===== src/rtl/mba_pkg.sv =====
package mba_pkg;

    localparam int unsigned NUM_MST = 3;

    typedef enum logic [1:0] {
        MST_CPU = 2'd0,
        MST_DMA = 2'd1,
        MST_DBG = 2'd2
    } mst_e;

    typedef enum logic {
        ORD_CPU_FIRST = 1'b0,
        ORD_DMA_FIRST = 1'b1
    } order_e;

    // Rank of a master under an order: 0 is the strongest.
    function automatic logic [1:0] rank_of(input mst_e m, input order_e ord);
        logic [1:0] r;
        case (m)
            MST_CPU: r = (ord == ORD_DMA_FIRST) ? 2'd1 : 2'd0;
            MST_DMA: r = (ord == ORD_DMA_FIRST) ? 2'd0 : 2'd1;
            default: r = 2'd2;
        endcase
        return r;
    endfunction

endpackage


===== src/rtl/mba_prio_reg.sv =====
module mba_prio_reg
    import mba_pkg::*;
#(
    parameter int unsigned CFG_W      = 16,
    parameter int unsigned DMA_UP_BIT = 5
) (
    input  logic             clk,
    input  logic             rst,
    input  logic             cfg_we,
    input  logic [CFG_W-1:0] cfg_wdata,
    output order_e           ord,
    output logic [CFG_W-1:0] cfg_rdata
);

    localparam logic [CFG_W-1:0] VAL_DEF = '0;
    localparam logic [CFG_W-1:0] VAL_DMA = CFG_W'(1) << DMA_UP_BIT;

    always_ff @(posedge clk) begin
        if (rst) begin
            ord <= ORD_CPU_FIRST;
        end else if (cfg_we) begin
            if (cfg_wdata == VAL_DEF) begin
                ord <= ORD_CPU_FIRST;
            end else if (cfg_wdata == VAL_DMA) begin
                ord <= ORD_DMA_FIRST;
            end
        end
    end

    assign cfg_rdata = (ord == ORD_DMA_FIRST) ? VAL_DMA : VAL_DEF;

endmodule


===== src/rtl/mba_grant.sv =====
module mba_grant
    import mba_pkg::*;
(
    input  logic [NUM_MST-1:0] req,
    input  order_e             ord,
    output logic [NUM_MST-1:0] gnt
);

    logic [1:0] best_rank;
    logic [1:0] win;
    logic       found;

    always_comb begin
        best_rank = 2'd3;
        win       = 2'd0;
        found     = 1'b0;
        for (int m = 0; m < NUM_MST; m++) begin
            if (req[m] && (rank_of(mst_e'(m), ord) < best_rank)) begin
                best_rank = rank_of(mst_e'(m), ord);
                win       = 2'(m);
                found     = 1'b1;
            end
        end
        gnt = '0;
        if (found) begin
            gnt[win] = 1'b1;
        end
    end

endmodule


===== src/rtl/mba_datapath.sv =====
module mba_datapath
    import mba_pkg::*;
#(
    parameter int unsigned ADDR_W = 12,
    parameter int unsigned DATA_W = 16
) (
    input  logic                           clk,
    input  logic                           rst,
    input  logic [NUM_MST-1:0]             gnt,
    input  logic [NUM_MST-1:0]             we,
    input  logic [NUM_MST-1:0][ADDR_W-1:0] addr,
    input  logic [NUM_MST-1:0][DATA_W-1:0] wdata,
    output logic                           mem_en,
    output logic                           mem_we,
    output logic [ADDR_W-1:0]              mem_addr,
    output logic [DATA_W-1:0]              mem_wdata,
    input  logic [DATA_W-1:0]              mem_rdata,
    output logic [NUM_MST-1:0][DATA_W-1:0] rdata
);

    logic [NUM_MST-1:0] rd_q;

    always_comb begin
        mem_en    = |gnt;
        mem_we    = 1'b0;
        mem_addr  = '0;
        mem_wdata = '0;
        for (int m = 0; m < NUM_MST; m++) begin
            if (gnt[m]) begin
                mem_we    = we[m];
                mem_addr  = addr[m];
                mem_wdata = wdata[m];
            end
        end
    end

    always_ff @(posedge clk) begin
        if (rst) begin
            rd_q <= '0;
        end else begin
            rd_q <= gnt & ~we;
        end
    end

    for (genvar g = 0; g < NUM_MST; g++) begin : g_ret
        assign rdata[g] = rd_q[g] ? mem_rdata : '0;
    end

endmodule


===== src/rtl/mba_arbiter.sv =====
module mba_arbiter
    import mba_pkg::*;
#(
    parameter int unsigned ADDR_W     = 12,
    parameter int unsigned DATA_W     = 16,
    parameter int unsigned CFG_W      = 16,
    parameter int unsigned DMA_UP_BIT = 5
) (
    input  logic              clk,
    input  logic              rst,
    input  logic              cfg_we,
    input  logic [CFG_W-1:0]  cfg_wdata,
    output logic [CFG_W-1:0]  cfg_rdata,
    input  logic              cpu_req,
    input  logic              cpu_we,
    input  logic [ADDR_W-1:0] cpu_addr,
    input  logic [DATA_W-1:0] cpu_wdata,
    output logic              cpu_gnt,
    output logic              cpu_stall,
    output logic [DATA_W-1:0] cpu_rdata,
    input  logic              dma_req,
    input  logic              dma_we,
    input  logic [ADDR_W-1:0] dma_addr,
    input  logic [DATA_W-1:0] dma_wdata,
    output logic              dma_gnt,
    output logic              dma_stall,
    output logic [DATA_W-1:0] dma_rdata,
    input  logic              dbg_req,
    input  logic              dbg_we,
    input  logic [ADDR_W-1:0] dbg_addr,
    input  logic [DATA_W-1:0] dbg_wdata,
    output logic              dbg_gnt,
    output logic              dbg_stall,
    output logic [DATA_W-1:0] dbg_rdata,
    output logic              mem_en,
    output logic              mem_we,
    output logic [ADDR_W-1:0] mem_addr,
    output logic [DATA_W-1:0] mem_wdata,
    input  logic [DATA_W-1:0] mem_rdata
);

    order_e                         ord;
    logic [NUM_MST-1:0]             req;
    logic [NUM_MST-1:0]             gnt;
    logic [NUM_MST-1:0]             we;
    logic [NUM_MST-1:0][ADDR_W-1:0] addr;
    logic [NUM_MST-1:0][DATA_W-1:0] wdata;
    logic [NUM_MST-1:0][DATA_W-1:0] rdata;
    logic [NUM_MST-1:0]             stall;

    assign req   = {dbg_req, dma_req, cpu_req};
    assign we    = {dbg_we, dma_we, cpu_we};
    assign addr  = {dbg_addr, dma_addr, cpu_addr};
    assign wdata = {dbg_wdata, dma_wdata, cpu_wdata};

    mba_prio_reg #(
        .CFG_W      (CFG_W),
        .DMA_UP_BIT (DMA_UP_BIT)
    ) u_prio (
        .clk       (clk),
        .rst       (rst),
        .cfg_we    (cfg_we),
        .cfg_wdata (cfg_wdata),
        .ord       (ord),
        .cfg_rdata (cfg_rdata)
    );

    mba_grant u_grant (
        .req (req),
        .ord (ord),
        .gnt (gnt)
    );

    mba_datapath #(
        .ADDR_W (ADDR_W),
        .DATA_W (DATA_W)
    ) u_dp (
        .clk       (clk),
        .rst       (rst),
        .gnt       (gnt),
        .we        (we),
        .addr      (addr),
        .wdata     (wdata),
        .mem_en    (mem_en),
        .mem_we    (mem_we),
        .mem_addr  (mem_addr),
        .mem_wdata (mem_wdata),
        .mem_rdata (mem_rdata),
        .rdata     (rdata)
    );

    assign stall = req & ~gnt;

    assign cpu_gnt   = gnt[MST_CPU];
    assign dma_gnt   = gnt[MST_DMA];
    assign dbg_gnt   = gnt[MST_DBG];
    assign cpu_stall = stall[MST_CPU];
    assign dma_stall = stall[MST_DMA];
    assign dbg_stall = stall[MST_DBG];
    assign cpu_rdata = rdata[MST_CPU];
    assign dma_rdata = rdata[MST_DMA];
    assign dbg_rdata = rdata[MST_DBG];

endmodule


===== config.mk =====
export PLATFORM = sky130hd
export DESIGN_NAME = mba_arbiter
export DESIGN_NICKNAME = d
export VERILOG_FILES = /design/src/rtl/mba_pkg.sv /design/src/rtl/mba_prio_reg.sv /design/src/rtl/mba_grant.sv /design/src/rtl/mba_datapath.sv /design/src/rtl/mba_arbiter.sv
export SDC_FILE = /design/constraint.sdc
export NUM_CORES = 1
export LEC_CHECK = 0
export ABC_CLOCK_PERIOD_IN_PS = 1400
export BUFFER_PORTS_ARGS = -buffer_cell sky130_fd_sc_hd__buf_2
export CAP_MARGIN = 10
export CORE_AREA = 2 2 88 90
export CTS_BUF_LIST = sky130_fd_sc_hd__clkbuf_4 sky130_fd_sc_hd__clkbuf_8
export DETAILED_ROUTE_END_ITERATION = 7
export DIE_AREA = 0 0 90 92
export PLACE_DENSITY = 0.65
export SYNTH_ARGS = -nofsm -noshare
export SYNTH_HDL_FRONTEND = slang
export SYNTH_SLANG_ARGS = --single-unit
export TNS_END_PERCENT = 1

===== constraint.sdc =====
create_clock -name clk -period 1.4 [get_ports clk]
set_input_delay 0.14 -clock clk [delete_from_list [all_inputs] [get_ports clk]]
set_output_delay 0.14 -clock clk [all_outputs]
set_load 0.02 [all_outputs]

==> key figures, run 1 <==
Status
  • Status: finished, violations left
  • Violated checks: negative setup slack

Synthesis
  • Post-synth EDFFs: 0
  • Main synth FF type: dfxtp_1
  • Sequential share of the synthesized area: 0.0664
  • Top cell type's share of synthesized area: 0.254
  • Asr flop ratio synth: 0
  • Most frequent cell after synthesis: and2_1
  • Synth Cell Area: 1210 um2
  • Top cells by count, synth: and2_1, a22oi_1, nand2_1, nand3_1, buf_4
  • #FFs+latches synth: 4
  • Main area contributors after synthesis: and2_1, a22oi_1, nand3_1
  • Yosys top cell by area: and2_1
  • Post-Synthesis Cells: 192
  • Mean Syn Cell Area: 6.28 um2
  • Distinct cells, synth: 23
  • Yosys warns: 0

STA
  • Final Hold Vio Count: 0
  • Worst setup margin: -0.0338 ns
  • RSZ-0062 raised after global routing: yes
  • Final period utilization: 1.02
  • Final Max Tran Viols: 0
  • Final setup skew: 0.000760 ns
  • Finish-stage setup viols: 16
  • Min cycle time layout: 1.43 ns
  • F_max: 0.697 GHz

CTS
  • CTS Buf Count: 3
  • Root Driver: clkbuf_8
  • CTS Hold Bufs: 0
  • Clk sinks: 4
  • CTS tree: yes
  • Reg clk slew, reported paths: 0.03 ns
  • CTS max path bufs: 2
  • Worst-Skew Late Latency: 0.22 ns
  • H-tree depth: 1

Place
  • Port-buffer cells: 209
  • DP HPWL: 4640 um
  • GP Congestion: 0.755
  • Placed Instances: 492

Critical path
  • CP max-delay cell: dfxtp_4
  • FF-to-FF setup slack: 0.27 ns
  • Reg-to-reg critical path startpoint: u_prio.ord
  • Crit path from: u_prio.ord
  • Crit path cell chain: a21boi_4, buf_12, clkbuf_16, a22oi_2, nand2_1, buf_6
  • CP endpoint kind: output pin
  • Setup Crit Path Kind: reg2out
  • CP Launch Type: flip-flop
  • Worst Path Required: 1.26 ns
  • CP Max Fanout: 7
  • Slowest Stage Delay on Critical Path: 0.35 ns
  • CP arrival: 1.29 ns

Routing
  • Drt via density: 4.26
  • Highest metal used: met4
  • Met2 Wirelength: 3410 um
  • Avg WL per Cell: 12.7 um
  • Iteration-0 DRC Markers: 88
  • Via count: 2,120
  • Met3 WL post-DR: 567 um
  • WL met1: 2300 um
  • DRC Markers: 0
  • First-pass detailed-route iteration total: 4
  • Post-route ant nets: 0
  • Total Wirelength: 6350 um

Power and ir drop
  • Worst VDD drop: 0.204 mV
  • Pwr dens: 438 nW/um2
  • Leak: 1.58 nW

Global route
  • Initial antenna violation count: 0
  • Congestion Overflow GR: 0
  • First-pass GRT wire length: 9080 um
  • Total track usage: 0.132
  • Vias in the first global route: 1,977
  • Pin count of the biggest net entering global routing: 34

Layout
  • Diodes inserted: 0
  • Syn-to-layout area delta: 120%
  • Fillers: 806
  • Final cell count without fillers: 498
  • Number of nets in the layout: 523
  • Final Core Density: 0.356
  • Layout cells sized above 1: 0.604

Floorplanning
  • Die area: 8280 um2
  • Core Rows: 32
  • Overall die height: 92 um
  • Die Wd: 90 um
  • Ports: 225
  • Initial cell density of the core: 0.162
  • Core area: 7450 um2

Min path
  • HP Start: dbg_we
  • Worst Hold Class: in2reg

Run
  • Max_cap viols: 0
==> logic make-up (layout without fill, tap and decap cells) <==
| group | count (synthesis) | in the layout | synth area share |
|---|---|---|---|
| other cells | 1 | 15 | 0.00311 |
| simple gates | 122 | 122 | 0.560 |
| flops | 4 | 4 | 0.0664 |
| buf+inv | 33 | 223 | 0.166 |
| compound gates | 31 | 31 | 0.196 |
| mux | 1 | 1 | 0.00830 |
==> placed cells by master (no fill, tap or decap) <==
cell         n
nor4_1       3
dfxtp_2      1
mux2i_1      1
nor3b_4      1
clkbuf_8     3
nand2_1     29
nand4_1      1
dfxtp_4      1
a22oi_2     12
conb_1      15
a21boi_4     1
nor3b_1      2
buf_2      179
nand3_1     29
buf_4       16
or3_1        1
clkbuf_16    1
nor3b_2      1
inv_1        1
nand2b_1     3
nor2_1       1
buf_6       18
o21a_1       1
a22oi_1     17
and3_1       1
buf_12       5
and2_1      49
nor4b_1      1
dfxtp_1      2
==> flip-flops by register name (all words and copies together) (netlist names) <==
register,flops
u_dp.rd_q,3
u_prio.ord,1
==> worst paths after layout <==
check                                     to  cells past startpoint
worst min register to register    u_prio.ord                      3
worst max-delay path             mem_addr[5]                      6
worst min-delay path            u_dp.rd_q[2]                      2
worst max register to register  u_dp.rd_q[1]                      4
==> metrics by stage <==
step | setup TNS, ns | cell area, um2 | hold WS [ns] | total power [mW] | setup WS (ns)
5_1_grt | -1.65 | 2650 | 0.135 | 1.22 | -0.0977
6_report | -0.265 | 2650 | 0.121 | 1.16 | -0.0338
3_5_place_dp | 0 | 2340 | 0.346 | 0.795 | 0.142
4_1_cts | -0.726 | 2570 | 0.123 | 1.13 | -0.0406
2_1_floorplan | 0 | 1260 | 0.209 | 0.496 | 0.197
3_3_place_gp | 0 | 2340 | 0.346 | 0.785 | 0.157
==> area by class of cell <==
class / instances / area (um2) / share of cell area
repair buffers: 219 / 1340 / 0.508
well taps: 102 / 128 / 0.0482
clock buffers: 3 / 41.3 / 0.0156
flip-flops and latches: 4 / 85.1 / 0.0321
multi-input cells: 169 / 1050 / 0.395
inverters: 1 / 3.75 / 0.00142
==> worst max-delay path: cells and delay by family (launching register included) <==
family	cells	cell delay (ns)
AO/OA/AOI/OAI	2	0.22
buffers and inverters	3	0.43
flip-flops	1	0.35
AND/OR/NAND/NOR	1	0.09
==> report_power, final <==
part	internal, mW	switching [mW]	total, mW
Sequential	0.115	0.00773	0.123
Clock	0.183	0.0578	0.241
Combinational	0.378	0.418	0.796
==> routing by layer <==
layer / vias up / global-route usage
met3: 8 / 0.0288
met2: 127 / 0.264
met1: 940 / 0.133
met5: - / 0
li1: 1045 / -
met4: 0 / 0.0436
==> what timing repair did <==
action,4_1_cts,5_1_grt
endpoints found under the setup margin,30,31
gates resized for setup,46,19
cloned,1,1
buffers inserted,2,0
pin swaps,10,11
Note: power is estimated with default switching activity, not from simulation.
==> inputs of run 2 (changes only) <==
Settings changed: RECOVER_POWER set to 100.
==> run 2 against run 1 <==
Against the previous run: the flow still finishes with violations (negative setup slack); critical path depth unchanged; flip-flop and latch count unchanged; sequential power about the same; non-clock buffer count unchanged; highest routed layer unchanged; clock skew about the same; final cell count unchanged.
==> key figures, run 2 (synthesis results as in run 1) <==
CTS
  • Reg clk slew, reported paths: 0.03 ns (about the same)
  • Worst-Skew Late Latency: 0.22 ns (about the same)
  • Clk sinks: 4 (unchanged)
  • Root Driver: clkbuf_8 (unchanged)
  • CTS max path bufs: 2 (unchanged)
  • CTS tree: yes (unchanged)
  • H-tree depth: 1 (unchanged)
  • CTS Buf Count: 3 (unchanged)

Layout
  • Commonest non-fill, non-tap cells in the layout: buf_2, and2_1, nand3_1, nand2_1, buf_6 (unchanged)
  • Largest register FFs: 3 (unchanged)
  • Syn-to-layout area delta: 119% (was 120%)
  • Final Core Density: 0.355 (was 0.356)
  • Sequential cell area: 85.1 um2 (unchanged)
  • Post-route cell area: 2650 um2 (about the same)
  • Most flops, register: u_dp.rd_q (unchanged)
  • Diodes inserted: 0 (unchanged)
  • Leading cell type in the layout, fill and taps excluded: buf_2 (unchanged)
  • Number of nets in the layout: 523 (unchanged)
  • Fillers: 805 (was 806)
  • Largest registers: u_dp.rd_q (3), u_prio.ord (1) (unchanged)
  • Layout cells sized above 1: 0.601 (was 0.604)
  • Multi-input gate area: 1050 um2 (unchanged)

STA
  • RSZ-0062 raised after global routing: yes (unchanged)
  • Final period utilization: 1.02 (about the same)
  • Final setup skew: 0.000760 ns (about the same)
  • Final Hold Vio Count: 0 (unchanged)
  • Finish-stage setup viols: 16 (unchanged)
  • F_max: 0.697 GHz (about the same)
  • Worst hold margin: 0.121 ns (about the same)
  • Final Max Tran Viols: 0 (unchanged)
  • Worst setup margin: -0.0338 ns (about the same)
  • Min cycle time layout: 1.43 ns (about the same)

Global route
  • GRT met2 Usage: 0.264 (unchanged)
  • Total track usage: 0.132 (unchanged)
  • GRT busiest layer: met2 (unchanged)
  • Vias in the first global route: 1,977 (unchanged)
  • Congestion Overflow GR: 0 (unchanged)
  • First-pass GRT wire length: 9080 um (unchanged)
  • Grt met1 use: 0.133 (unchanged)
  • Initial antenna violation count: 0 (unchanged)
  • Pin count of the biggest net entering global routing: 34 (unchanged)
  • Met3 Track Usage GR: 0.0288 (unchanged)

Floorplanning
  • Initial cell density of the core: 0.162 (unchanged)
  • Die Wd: 90 um (unchanged)
  • Die area: 8280 um2 (unchanged)
  • Core area: 7450 um2 (unchanged)
  • Overall die height: 92 um (unchanged)
  • Core Rows: 32 (unchanged)
  • Ports: 225 (unchanged)

Status
  • Violated checks: negative setup slack (unchanged)
  • Status: finished, violations left (unchanged)

Min path
  • Worst Hold Class: in2reg (unchanged)

Power and ir drop
  • Part of the power in combinational logic: 0.686 (about the same)
  • Pwr dens: 439 nW/um2 (was 438 nW/um2)
  • Worst VDD drop: 0.204 mV (about the same)
  • Clock power share: 0.208 (about the same)
  • Sw Pwr: 0.484 mW (about the same)
  • Internal power: 0.677 mW (about the same)
  • Sequential share of power: 0.106 (about the same)
  • Switching share of total power: 0.417 (about the same)
  • Total Power: 1.16 mW (about the same)
  • Leak: 1.57 nW (was 1.58 nW)

Routing
  • Via count: 2,120 (unchanged)
  • Avg WL per Cell: 12.7 um (about the same)
  • Iteration-0 DRC Markers: 88 (unchanged)
  • Drt via density: 4.26 (unchanged)
  • DRC Markers: 0 (unchanged)
  • Post-route ant nets: 0 (unchanged)
  • Total Wirelength: 6350 um (about the same)
  • First-pass detailed-route iteration total: 4 (unchanged)

Critical path
  • Worst Path Required: 1.26 ns (about the same)
  • Setup Crit Path Kind: reg2out (unchanged)
  • CP arrival: 1.29 ns (about the same)
  • CP Max Fanout: 7 (unchanged)
  • CP endpoint kind: output pin (unchanged)
  • CP Launch Type: flip-flop (unchanged)

Place
  • GP Congestion: 0.755 (unchanged)
  • Port-buffer cells: 209 (unchanged)
  • DP HPWL: 4640 um (unchanged)
  • Cell Area, Placed: 2340 um2 (unchanged)

Run
  • Max_cap viols: 0 (unchanged)
run 2: cell types whose count changed in the layout (fill, tap and decap cells not counted), sizes merged:
cell / previous run / this run
buf: 218 / 217
clkbuf: 4 / 5
run 2: path summary, 6_finish.rpt:
check / startpoint / end / slack (ns) / cells past startpoint
min: dbg_we / u_dp.rd_q[2] / 0.12 / 2
min reg2reg: u_prio.ord / u_prio.ord / 0.67 / 3
max reg2reg: u_prio.ord / u_dp.rd_q[1] / 0.27 / 4
max: u_prio.ord / mem_addr[5] / -0.03 / 6
run 2: power by group through the flow:
stage	Sequential, mW	Combinational [mW]	Clock (mW)
2_1_floorplan	0.121	0.375	0
3_3_place_gp	0.127	0.659	0
3_5_place_dp	0.127	0.668	0
4_1_cts	0.126	0.762	0.247
5_1_grt	0.125	0.852	0.245
6_report	0.123	0.796	0.241
run 2: critical path, stage by stage (launching register included):
cell and delay [ns]:
dfxtp_4 0.35, a21boi_4 0.07, buf_12 0.14, clkbuf_16 0.16
a22oi_2 0.15, nand2_1 0.09, buf_6 0.13
run 2: repair_timing:
action,4_1_cts,5_1_grt
pin swaps,10,11
resized for setup,46,19
setup endpoints to repair,30,31
cloned,1,1
setup buffers,2,0
hold endpoints to repair,0,0
hold buffers,0,0
run 2: per-layer routing:
metal	routed length (um)	part of all wire
met1	2300	0.36
met4	68	0.011
met3	567	0.089
met5	0	0
met2	3410	0.54
run 2: area by class of cell:
| cell class | instances | area share |
|---|---|---|
| timing repair buffer | 219 | 0.507 |
| multi-input combinational | 169 | 0.395 |
| sequential | 4 | 0.0322 |
| inverter | 1 | 0.00142 |
| tap | 102 | 0.0482 |
| clock buffer | 3 | 0.0156 |
run 2: per-stage QoR:
stage | worst slack [ns] | TNS (ns) | cells
2_1_floorplan | 0.197 | 0 | 206
3_3_place_gp | 0.157 | 0 | 492
3_5_place_dp | 0.142 | 0 | 492
4_1_cts | -0.0406 | -0.726 | 498
5_1_grt | -0.0977 | -1.65 | 498
6_report | -0.0338 | -0.264 | 498
==> inputs of run 3 (changes only) <==
Settings changed: ABC_AREA set to 1, PLACE_DENSITY 0.65 to 0.68.
==> run 3 against run 2 <==
Against the previous run: the flow still finishes with violations (negative setup slack); die area did not move; synthesized area grew 18%; cell area grew 13%; final cell count up 20%; worst setup slack got worse by 0.051 ns; clock skew decreased by 0.00063 ns; utilization is 4.5 points higher; combinational power increased by 23%; largest cell class unchanged.
==> key figures, run 3 <==
Global route
  • Vias in the first global route: 2,054 (was 1,977)
  • GRT busiest layer: met2 (unchanged)
  • Grt met1 use: 0.123 (was 0.133)
  • First-pass GRT wire length: 8830 um (was 9080 um)
  • Met3 Track Usage GR: 0.0370 (was 0.0288)
  • Pin count of the biggest net entering global routing: 31 (was 34)
  • Total track usage: 0.127 (was 0.132)
  • Congestion Overflow GR: 0 (unchanged)
  • GRT met2 Usage: 0.268 (was 0.264)
  • Initial antenna violation count: 0 (unchanged)

Layout
  • Syn-to-layout area delta: 109% (was 119%)
  • Commonest non-fill, non-tap cells in the layout: buf_2, nand2_1, inv_1 (was buf_2, and2_1, nand3_1, nand2_1, buf_6)
  • Number of nets in the layout: 625 (was 523)
  • Layout cells sized above 1: 0.570 (was 0.601)
  • Largest register FFs: 3 (unchanged)
  • Leading cell type in the layout, fill and taps excluded: buf_2 (unchanged)
  • Largest registers: u_dp.rd_q (3), u_prio.ord (1) (unchanged)
  • Most flops, register: u_dp.rd_q (unchanged)
  • Final cell count without fillers: 600 (was 498)
  • Final Core Density: 0.400 (was 0.355)
  • Diodes inserted: 0 (unchanged)

Critical path
  • Worst Path Required: 1.26 ns (about the same)
  • Setup Crit Path Kind: reg2out (unchanged)
  • FF-to-FF path depth: 9 (was 4)
  • CP Max Fanout: 7 (unchanged)
  • CP arrival: 1.35 ns (was 1.29 ns)
  • FF-to-FF setup slack: 0.22 ns (was 0.27 ns)
  • CP Launch Type: flip-flop (unchanged)
  • CP endpoint kind: output pin (unchanged)

CTS
  • CTS max path bufs: 2 (unchanged)
  • Root Driver: clkbuf_8 (unchanged)
  • Worst-Skew Late Latency: 0.21 ns (was 0.22 ns)
  • Reg clk slew, reported paths: 0.03 ns (about the same)
  • CTS Buf Count: 3 (unchanged)
  • H-tree depth: 1 (unchanged)
  • CTS tree: yes (unchanged)
  • Clk sinks: 4 (unchanged)

Routing
  • Iteration-0 DRC Markers: 52 (was 88)
  • Drt via density: 4.00 (was 4.26)
  • DRC Markers: 0 (unchanged)
  • First-pass detailed-route iteration total: 4 (unchanged)
  • Total Wirelength: 6480 um (was 6350 um)
  • Via count: 2,402 (was 2,120)
  • Avg WL per Cell: 10.8 um (was 12.7 um)
  • Post-route ant nets: 0 (unchanged)

Floorplanning
  • Core area: 7450 um2 (unchanged)
  • Ports: 225 (unchanged)
  • Overall die height: 92 um (unchanged)
  • Core Rows: 32 (unchanged)
  • Die area: 8280 um2 (unchanged)
  • Initial cell density of the core: 0.191 (was 0.162)
  • Die Wd: 90 um (unchanged)

STA
  • Finish-stage setup viols: 28 (was 16)
  • Final Hold Vio Count: 0 (unchanged)
  • Final Max Tran Viols: 0 (unchanged)
  • Min cycle time layout: 1.49 ns (was 1.43 ns)
  • Final period utilization: 1.06 (was 1.02)
  • F_max: 0.673 GHz (was 0.697 GHz)
  • Worst setup margin: -0.0851 ns (was -0.0338 ns)
  • RSZ-0062 raised after global routing: yes (unchanged)
  • Final setup skew: 0.000132 ns (was 0.000760 ns)

Synthesis
  • Sequential share of the synthesized area: 0.0562 (was 0.0664)
  • Synth Cell Area: 1420 um2 (was 1210 um2)
  • Yosys warns: 0 (unchanged)
  • #FFs+latches synth: 4 (unchanged)
  • Yosys top cell by area: nand2_1 (was and2_1)
  • Main synth FF type: dfxtp_1 (unchanged)
  • Distinct cells, synth: 18 (was 23)
  • Most frequent cell after synthesis: nand2_1 (was and2_1)
  • Post-synth EDFFs: 0 (unchanged)
  • Main area contributors after synthesis: nand2_1, inv_1, buf_4 (was and2_1, a22oi_1, nand3_1)
  • Post-Synthesis Cells: 293 (was 192)
  • Asr flop ratio synth: 0 (unchanged)
  • Top cells by count, synth: nand2_1, inv_1, nand3_1 (was and2_1, a22oi_1, nand2_1, nand3_1, buf_4)
  • Top cell type's share of synthesized area: 0.351 (was 0.254)
  • Mean Syn Cell Area: 4.86 um2 (was 6.28 um2)

Place
  • DP HPWL: 4640 um (about the same)
  • GP Congestion: 0.769 (was 0.755)
  • Placed Instances: 590 (was 492)
  • Port-buffer cells: 209 (unchanged)
  • Placement Setup Slack: 0.0191 ns (was 0.142 ns)

Power and ir drop
  • Leak: 2.18 nW (was 1.57 nW)
  • Worst VDD drop: 0.216 mV (was 0.204 mV)
  • Pwr dens: 452 nW/um2 (was 439 nW/um2)

Min path
  • Worst Hold Class: in2reg (unchanged)
  • Worst Hold Depth: 2 (unchanged)

Status
  • Violated checks: negative setup slack (unchanged)
  • Status: finished, violations left (unchanged)

Run
  • Max_cap viols: 0 (unchanged)
==> run 3: per-layer routing <==
| metal | part of all wire | vias up |
|---|---|---|
| li1 | - | 1221 |
| met1 | 0.37 | 1037 |
| met2 | 0.54 | 140 |
| met3 | 0.093 | 4 |
| met4 | 0.0042 | 0 |
| met5 | 0 | - |
==> run 3: power breakdown <==
group / switching, mW / internal [mW] / total, mW / leakage [nW]
registers: 0.0116 / 0.118 / 0.130 / 0.0344
clock network: 0.0568 / 0.183 / 0.240 / 0.0216
logic: 0.515 / 0.461 / 0.976 / 2.13
==> run 3: cells by family (layout without fill, tap and decap cells) <==
kind of cell    Yosys count  count (layout)  synth area share
buf+inv                  93             284             0.324
compound gates            1               1           0.00879
simple gates            194             194             0.608
other cells               1              15           0.00263
flops                     4               4            0.0562
==> run 3: critical path: stages, from the launching register on <==
cell and delay [ns]:
dfxtp_2 0.31, inv_2 0.07, nand2_4 0.06, nand2_4 0.10, nand2_4 0.08, inv_8 0.09, clkbuf_16 0.16, nand2_2 0.06
nand3_2 0.07, buf_6 0.12
==> run 3: final cells by class <==
class                      instances  area [um2]
fill                             790        4470
inverter                          62         243
multi-input combinational        210        1060
sequential                         4        85.1
timing repair buffer             219        1420
tap                              102         128
clock buffer                       3        41.3
==> run 3: worst paths after layout <==
path / from / endpoint
setup / recovery: u_prio.ord / mem_addr[11]
hold / removal: dma_we / u_dp.rd_q[1]
setup reg to reg: u_prio.ord / u_dp.rd_q[0]
hold reg to reg: u_prio.ord / u_prio.ord
==> run 3: per-stage QoR <==
step	hold slack (ns)	setup TNS [ns]	power, mW	cell area [um2]
3_3_place_gp	0.344	0	0.864	2480
2_1_floorplan	0.216	0	0.569	1480
3_5_place_dp	0.339	0	0.874	2480
5_1_grt	0.105	-3.43	1.44	2980
6_report	0.108	-1.30	1.35	2980
4_1_cts	0.109	-3.60	1.23	2670
==> run 3: repair_timing <==
action	4_1_cts	5_1_grt
setup endpoints to repair	31	62
pin swaps	0	3
buffers inserted	0	3
hold buffers	0	0
gates cloned	1	3
gates resized for setup	42	61
